File: config.mk
export PLATFORM = sky130hd
export DESIGN_NAME = ec_route_tables
export DESIGN_NICKNAME = d
export VERILOG_FILES = /design/src/rtl/ec_route_pkg.sv /design/src/rtl/ec_vec_table.sv /design/src/rtl/ec_next_table.sv /design/src/rtl/ec_chain_walker.sv /design/src/rtl/ec_route_tables.sv
export SDC_FILE = /design/constraint.sdc
export NUM_CORES = 1
export LEC_CHECK = 0
export BUFFER_PORTS_ARGS = -buffer_cell sky130_fd_sc_hd__clkbuf_2
export CAP_MARGIN = 0
export CELL_PAD_IN_SITES_DETAIL_PLACEMENT = 2
export CELL_PAD_IN_SITES_GLOBAL_PLACEMENT = 2
export CORE_MARGIN = 2
export CORE_UTILIZATION = 48
export CTS_CLUSTER_DIAMETER = 30
export CTS_CLUSTER_SIZE = 16
export DETAILED_ROUTE_END_ITERATION = 8
export PLACE_DENSITY_LB_ADDON = 0.08
export SYNTH_ARGS = -nofsm -noshare
export SYNTH_HDL_FRONTEND = slang
export SYNTH_HIERARCHICAL = 1
export SYNTH_SLANG_ARGS = --single-unit
File: constraint.sdc
create_clock -name clk_i -period 10.4 [get_ports clk_i]
set_input_delay 1.04 -clock clk_i [delete_from_list [all_inputs] [get_ports clk_i]]
set_output_delay 1.04 -clock clk_i [all_outputs]
set_load 0.005 [all_outputs]
File: src/rtl/ec_route_pkg.sv
package ec_route_pkg;
  typedef enum logic [1:0] {
    SEL_SRCH = 2'd0,
    SEL_SHR  = 2'd1,
    SEL_NEXT = 2'd2,
    SEL_NONE = 2'd3
  } tbl_sel_e;
endpackage

File: src/rtl/ec_vec_table.sv
module ec_vec_table #(
  parameter int N = 8,
  parameter int W = 8,
  localparam int IW = $clog2(N)
) (
  input  logic          clk_i,
  input  logic          rst_ni,
  input  logic          wr_en_i,
  input  logic [IW-1:0] wr_idx_i,
  input  logic [W-1:0]  wr_data_i,
  input  logic [IW-1:0] rd_idx_i,
  output logic [W-1:0]  rd_data_o
);
  logic [W-1:0] mem_q [N];

  for (genvar g = 0; g < N; g++) begin : g_ent
    always_ff @(posedge clk_i or negedge rst_ni) begin
      if (!rst_ni) mem_q[g] <= '0;
      else if (wr_en_i && wr_idx_i == IW'(g)) mem_q[g] <= wr_data_i;
    end
  end

  assign rd_data_o = mem_q[rd_idx_i];
endmodule

File: src/rtl/ec_next_table.sv
module ec_next_table #(
  parameter int N = 8,
  localparam int IW = $clog2(N)
) (
  input  logic          clk_i,
  input  logic          rst_ni,
  input  logic          wr_en_i,
  input  logic [IW-1:0] wr_idx_i,
  input  logic          wr_vld_i,
  input  logic [IW-1:0] wr_dst_i,
  input  logic [IW-1:0] ev_idx_i,
  output logic          ev_vld_o,
  output logic [IW-1:0] ev_dst_o,
  input  logic [IW-1:0] wk_idx_i,
  output logic          wk_vld_o,
  output logic [IW-1:0] wk_dst_o
);
  logic          vld_q [N];
  logic [IW-1:0] dst_q [N];

  for (genvar g = 0; g < N; g++) begin : g_ent
    always_ff @(posedge clk_i or negedge rst_ni) begin
      if (!rst_ni) begin
        vld_q[g] <= 1'b0;
        dst_q[g] <= '0;
      end else if (wr_en_i && wr_idx_i == IW'(g)) begin
        vld_q[g] <= wr_vld_i;
        dst_q[g] <= wr_dst_i;
      end
    end
  end

  assign ev_vld_o = vld_q[ev_idx_i];
  assign ev_dst_o = dst_q[ev_idx_i];
  assign wk_vld_o = vld_q[wk_idx_i];
  assign wk_dst_o = dst_q[wk_idx_i];
endmodule

File: src/rtl/ec_chain_walker.sv
module ec_chain_walker #(
  parameter int N = 8,
  localparam int IW = $clog2(N),
  localparam int LW = $clog2(N + 1)
) (
  input  logic          clk_i,
  input  logic          rst_ni,
  input  logic          start_i,
  input  logic [IW-1:0] src_i,
  input  logic          wr_next_i,
  input  logic [IW-1:0] wr_tile_i,
  output logic [IW-1:0] cur_o,
  input  logic          ptr_vld_i,
  input  logic [IW-1:0] ptr_dst_i,
  output logic          busy_o,
  output logic          done_o,
  output logic          err_o,
  output logic [LW-1:0] len_o,
  output logic [IW-1:0] last_o
);
  logic [N-1:0]  seen_q;
  logic [IW-1:0] cur_q;
  logic [LW-1:0] hops_q;
  logic          abort, looped;

  // a rewritten pointer on the visited path invalidates the walk
  assign abort  = wr_next_i && seen_q[wr_tile_i];
  assign looped = seen_q[ptr_dst_i] || hops_q == LW'(N);
  assign cur_o  = cur_q;

  always_ff @(posedge clk_i or negedge rst_ni) begin
    if (!rst_ni) begin
      seen_q <= '0;
      cur_q  <= '0;
      hops_q <= '0;
      busy_o <= 1'b0;
      done_o <= 1'b0;
      err_o  <= 1'b0;
      len_o  <= '0;
      last_o <= '0;
    end else begin
      done_o <= 1'b0;
      if (start_i) begin
        busy_o <= 1'b1;
        cur_q  <= src_i;
        seen_q <= N'(1) << src_i;
        hops_q <= '0;
      end else if (busy_o) begin
        if (abort) begin
          busy_o <= 1'b0;
          seen_q <= '0;
        end else if (!ptr_vld_i || looped) begin
          busy_o <= 1'b0;
          done_o <= 1'b1;
          err_o  <= ptr_vld_i;
          len_o  <= hops_q;
          last_o <= cur_q;
          seen_q <= '0;
        end else begin
          cur_q  <= ptr_dst_i;
          seen_q <= seen_q | (N'(1) << ptr_dst_i);
          hops_q <= hops_q + 1'b1;
        end
      end
    end
  end
endmodule

File: src/rtl/ec_route_tables.sv
module ec_route_tables
  import ec_route_pkg::*;
#(
  parameter int N_TILES = 8,
  localparam int IW = $clog2(N_TILES),
  localparam int LW = $clog2(N_TILES + 1)
) (
  input  logic               clk_i,
  input  logic               rst_ni,
  input  logic               wr_en_i,
  input  logic [1:0]         wr_sel_i,
  input  logic [IW-1:0]      wr_tile_i,
  input  logic [N_TILES-1:0] wr_data_i,
  input  logic [IW-1:0]      srch_core_i,
  output logic [N_TILES-1:0] srch_set_o,
  input  logic [IW-1:0]      shr_slice_i,
  output logic [N_TILES-1:0] shr_set_o,
  input  logic [IW-1:0]      evict_src_i,
  output logic [IW-1:0]      evict_dst_o,
  output logic               evict_to_mem_o,
  input  logic               walk_start_i,
  input  logic [IW-1:0]      walk_src_i,
  output logic               walk_busy_o,
  output logic               walk_done_o,
  output logic               walk_err_o,
  output logic [LW-1:0]      walk_len_o,
  output logic [IW-1:0]      walk_last_o
);
  logic               wr_srch, wr_shr, wr_next;
  logic [N_TILES-1:0] srch_raw;
  logic               ev_vld;
  logic [IW-1:0]      ev_dst;
  logic [IW-1:0]      walk_cur;
  logic               wk_vld;
  logic [IW-1:0]      wk_dst;

  assign wr_srch = wr_en_i && wr_sel_i == SEL_SRCH;
  assign wr_shr  = wr_en_i && wr_sel_i == SEL_SHR;
  assign wr_next = wr_en_i && wr_sel_i == SEL_NEXT;

  ec_vec_table #(.N(N_TILES), .W(N_TILES)) u_srch (
    .clk_i, .rst_ni, .wr_en_i(wr_srch), .wr_idx_i(wr_tile_i),
    .wr_data_i, .rd_idx_i(srch_core_i), .rd_data_o(srch_raw)
  );

  ec_vec_table #(.N(N_TILES), .W(N_TILES)) u_shr (
    .clk_i, .rst_ni, .wr_en_i(wr_shr), .wr_idx_i(wr_tile_i),
    .wr_data_i, .rd_idx_i(shr_slice_i), .rd_data_o(shr_set_o)
  );

  ec_next_table #(.N(N_TILES)) u_next (
    .clk_i, .rst_ni, .wr_en_i(wr_next), .wr_idx_i(wr_tile_i),
    .wr_vld_i(wr_data_i[IW]), .wr_dst_i(wr_data_i[IW-1:0]),
    .ev_idx_i(evict_src_i), .ev_vld_o(ev_vld), .ev_dst_o(ev_dst),
    .wk_idx_i(walk_cur), .wk_vld_o(wk_vld), .wk_dst_o(wk_dst)
  );

  ec_chain_walker #(.N(N_TILES)) u_walk (
    .clk_i, .rst_ni, .start_i(walk_start_i), .src_i(walk_src_i),
    .wr_next_i(wr_next), .wr_tile_i, .cur_o(walk_cur),
    .ptr_vld_i(wk_vld), .ptr_dst_i(wk_dst),
    .busy_o(walk_busy_o), .done_o(walk_done_o), .err_o(walk_err_o),
    .len_o(walk_len_o), .last_o(walk_last_o)
  );

  assign srch_set_o     = srch_raw & ~(N_TILES'(1) << srch_core_i);
  assign evict_to_mem_o = !ev_vld;
  assign evict_dst_o    = ev_vld ? ev_dst : '0;
endmodule

==> Implementation_results.wiki <==
{| class="wikitable"
! Metric !! Value
|-
| Maximum clock rate || 263 MHz
|-
| Dominant cell type by count on the critical path || clkbuf_2
|-
| Share of async-settable or async-resettable flops after synthesis || 1.00
|-
| Unrepaired setup endpoints after global routing || no
|-
| Number of primary I/O pins || 59
|-
| Netlist area before placement || 9260 um2
|-
| Sequential share of the synthesized area || 0.500
|-
| Violation count after the first detailed-route iteration || 243
|-
| Cell-internal power || between 1000 and 1500 uW
|-
| Critical hold path startpoint || u_srch/mem_q[36]
|-
| Post-DRT Antenna Nets || 0
|-
| Synthesized area divided by synthesized cell count || between 15 and 20 um2
|-
| Placer Congestion || approximately 0.80
|-
| Routed wirelength normalized by instance count || between 20 and 30 um
|-
| Die Y || 143 um
|-
| Logic gate share of total power || 0.222
|-
| Type of the worst min-delay path || reg2reg
|-
| Layout overhead on the synthesized area || 12.1%
|-
| Fin crit share || 0.366
|-
| Site Rows || 50
|-
| Switching power as a share of total power || 0.298
|-
| Placed Cells || just under 900
|-
| Count of pins over their slew limit || 0
|-
| Dpl hpwl || 15,400 um
|-
| Final cell count without fillers || a little over 900
|-
| Worst clock skew || between 0.006 and 0.007 ns
|-
| Run status || complete, no violations
|-
| Fraction of final layout cells with drive strength greater than 1 || 0.464
|-
| Kind of critical path || in2out
|-
| Netlist cell types || 45
|-
| Buf/Inv on CP || 2
|-
| Reg-to-reg setup timing slack || 6.60 ns
|-
| TNS Setup || 0 ns
|-
| Worst Setup End Kind || output pin
|-
| Final nets || between 600 and 700
|-
| Total number of clock tree sinks || approximately 190
|-
| Number of flops mapped to enable cells by yosys || 0
|-
| Number of buffers inserted to repair setup after CTS || 0
|-
| FF+latch count, synth || 185
|-
| Data arrival time of the critical path || about 2.8 ns
|-
| Final hold violation count || 0
|-
| Worst r2r src || u_walk/cur_o[0]
|-
| Number of global-route vias before repair || roughly 6.3k
|-
| Setup crit start || srch_core_i[0]
|-
| TritonCTS Buffers || 17
|-
| Number of diodes added for antenna fixing || 0
|-
| Final setup violation count || 0
|-
| Combined global-route utilization of all metal layers || 0.256
|-
| H-Tree Depth || 4
|-
| Worst Max-Slew Pin Slew || roughly 1.1 ns
|-
| Min Clock Period, post-route || around 3.8 ns
|-
| Final global-route overflow total || 0
|-
| Number of filler cells placed in the layout || around 1.7k
|-
| Clk Tree Root Cell || clkbuf_16
|-
| Per-cell via count in the routed design || 6.03
|-
| Critical Path Fanout Max || 21
|-
| CP required || 9.36 ns
|-
| Width of the die || around 140 um
|-
| Core region area || around 19,000 um2
|-
| DIE AREA || approximately 20,000 um2
|-
| TritonCTS clock tree || done
|-
| Part of the total power dissipated in sequential elements || 0.455
|-
| Worst path slowest cell || mux4_1
|-
| Starting density of the core || 0.492
|-
| Relative contribution of the clock network to total power || 0.323
|-
| DRC violations left || 0
|-
| Gate family responsible for the most delay along the worst path || multiplexers
|-
| Cells after synthesis || 595
|-
| Synth warn || 6
|-
| First-pass detailed-route iteration total || 4
|-
| Crit path cell chain || clkbuf_2 > mux4_1 > mux2_2 > a21boi_0 > clkbuf_2
|-
| MaxCap Viol Count || 0
|-
| Global-route wire length before repair || 38,300 um
|-
| Antenna violations before repair || 0
|-
| Gates resized, CTS repair || 0
|-
| Top FF cell, synth || dfrtp_1
|-
| Max VDD drop || 0.116 mV
|-
| CTS hold repair buffers || 0
|-
| Relative slew margins || 0.280
|-
| Maximum count of clock buffers along a single path || 2
|-
| Static leakage || 0.00477 uW
|-
| Biggest cell delay along the critical path || 0.65 ns
|-
| Overall routed net length || 24,500 um
|-
| Number of port buffers || between 50 and 60
|-
| Critical path launch point type || primary input
|-
| Switching power summed over all nets || between 600 and 700 uW
|-
| Detailed-route via count || 5,533
|-
| Maximum number of pins on one net before global-route repair || about 110
|-
| Synthesized Nets || ~630
|-
| Clock transition at the registers of the reported paths || 0.07 ns
|-
| Power per cell area || just over 200 nW/um2
|-
| Clock Latency Late Sink || about 0.44 ns
|}
==> kinds of logic after synthesis <==
| kind of cell | count (synthesis) | share of synthesized area |
|---|---|---|
| AO/OA/AOI/OAI | 48 | 0.0312 |
| AND/OR/NAND/NOR | 70 | 0.0568 |
| buffers and inverters | 42 | 0.0268 |
| flip-flops | 185 | 0.500 |
| multiplexers | 248 | 0.382 |
| adder cells (fa/ha/maj) | 2 | 0.00270 |
==> registers in the layout (all words and copies together), names as in the netlist <==
name           flops
u_walk/busy_o      1
u_walk/done_o      1
u_walk/last_o      3
u_walk/err_o       1
u_walk/hops_q      4
u_srch/mem_q      64
u_shr/mem_q       64
u_walk/cur_o       3
u_next/dst_q      24
u_next/vld_q       8
u_walk/len_o       4
u_walk/seen_q      8
==> power by group through the flow <==
stage / logic, uW / clock network [uW] / registers (uW)
2_1_floorplan: 339 / 0 / 926
3_3_place_gp: 435 / 0 / 955
3_5_place_dp: 465 / 0 / 976
4_1_cts: 476 / 708 / 966
5_1_grt: 511 / 729 / 983
6_report: 472 / 686 / 966
==> final cells by class <==
type                       instances  area (um2)  share of cell area
inverter                           8        30.0             0.00289
clock buffer                      17         425              0.0410
clock inverter                    15         203              0.0195
tap                              260         325              0.0313
timing repair buffer              65         349              0.0336
multi-input combinational        368        4420               0.426
sequential                       185        4630               0.446
==> synth_stat cells, types with 3 or more instances <==
cell type / number / area share
dfrtp_1: 185 / 0.50
mux2_2: 185 / 0.23
mux4_1: 46 / 0.13
a21oi_1: 20 / 0.011
buf_2: 15 / 0.0081
mux2_1: 12 / 0.015
nand4b_1: 11 / 0.010
o21ai_0: 11 / 0.0059
nand3_1: 10 / 0.0054
clkbuf_1: 8 / 0.0032
nand2_1: 8 / 0.0032
nor2b_1: 7 / 0.0047
nor4bb_1: 6 / 0.0065
buf_6: 5 / 0.0061
inv_1: 5 / 0.0020
mux4_2: 5 / 0.012
a21boi_0: 4 / 0.0032
nand4_1: 4 / 0.0027
and2_1: 3 / 0.0020
and4bb_2: 3 / 0.0041
buf_1: 3 / 0.0012
inv_2: 3 / 0.0012
nor2_1: 3 / 0.0012
nor4b_4: 3 / 0.0077
o31ai_1: 3 / 0.0024
==> final timing paths <==
path | end | cells past startpoint
max in group asynchronous | u_next/dst_q[22] | 2
min | u_srch/mem_q[36] | 1
min reg2reg | u_srch/mem_q[36] | 1
max reg2reg | u_walk/last_o[2] | 8
max | srch_set_o[5] | 5
min in group asynchronous | u_next/dst_q[5] | 1
==> metrics by stage <==
stage | total power [uW] | area [um2] | util | hold slack, ns | setup slack, ns
floorplan | 1270 | 9260 | - | 0.470 | 7.14
global placement | 1390 | 9750 | 0.518 | 0.476 | 6.64
detailed placement | 1440 | 9750 | 0.518 | 0.489 | 6.58
CTS | 2150 | 10400 | 0.551 | 0.505 | 6.61
global route | 2220 | 10400 | 0.551 | 0.519 | 6.44
finish | 2120 | 10400 | 0.551 | 0.500 | 6.60
==> layer usage <==
metal | global-route usage | vias up | part of all wire
met3 | 0.0402 | 18 | 0.020
li1 | - | 2418 | -
met4 | 0.0610 | 0 | 0.0093
met1 | 0.312 | 3018 | 0.42
met5 | 0 | - | 0
met2 | 0.476 | 79 | 0.55
==> placed cells by master (no fill, tap or decap), drive strengths merged, types with 7 or more instances in the layout <==
cell type and instances:
a21oi 20, buf 8, clkbuf 74, dfrtp 185, inv 15, mux2 197
mux4 51, nand2 8, nand3 10, nand4b 11, nor2b 7, o21ai 11
No activity file was read; power rests on OpenSTA's default activity.
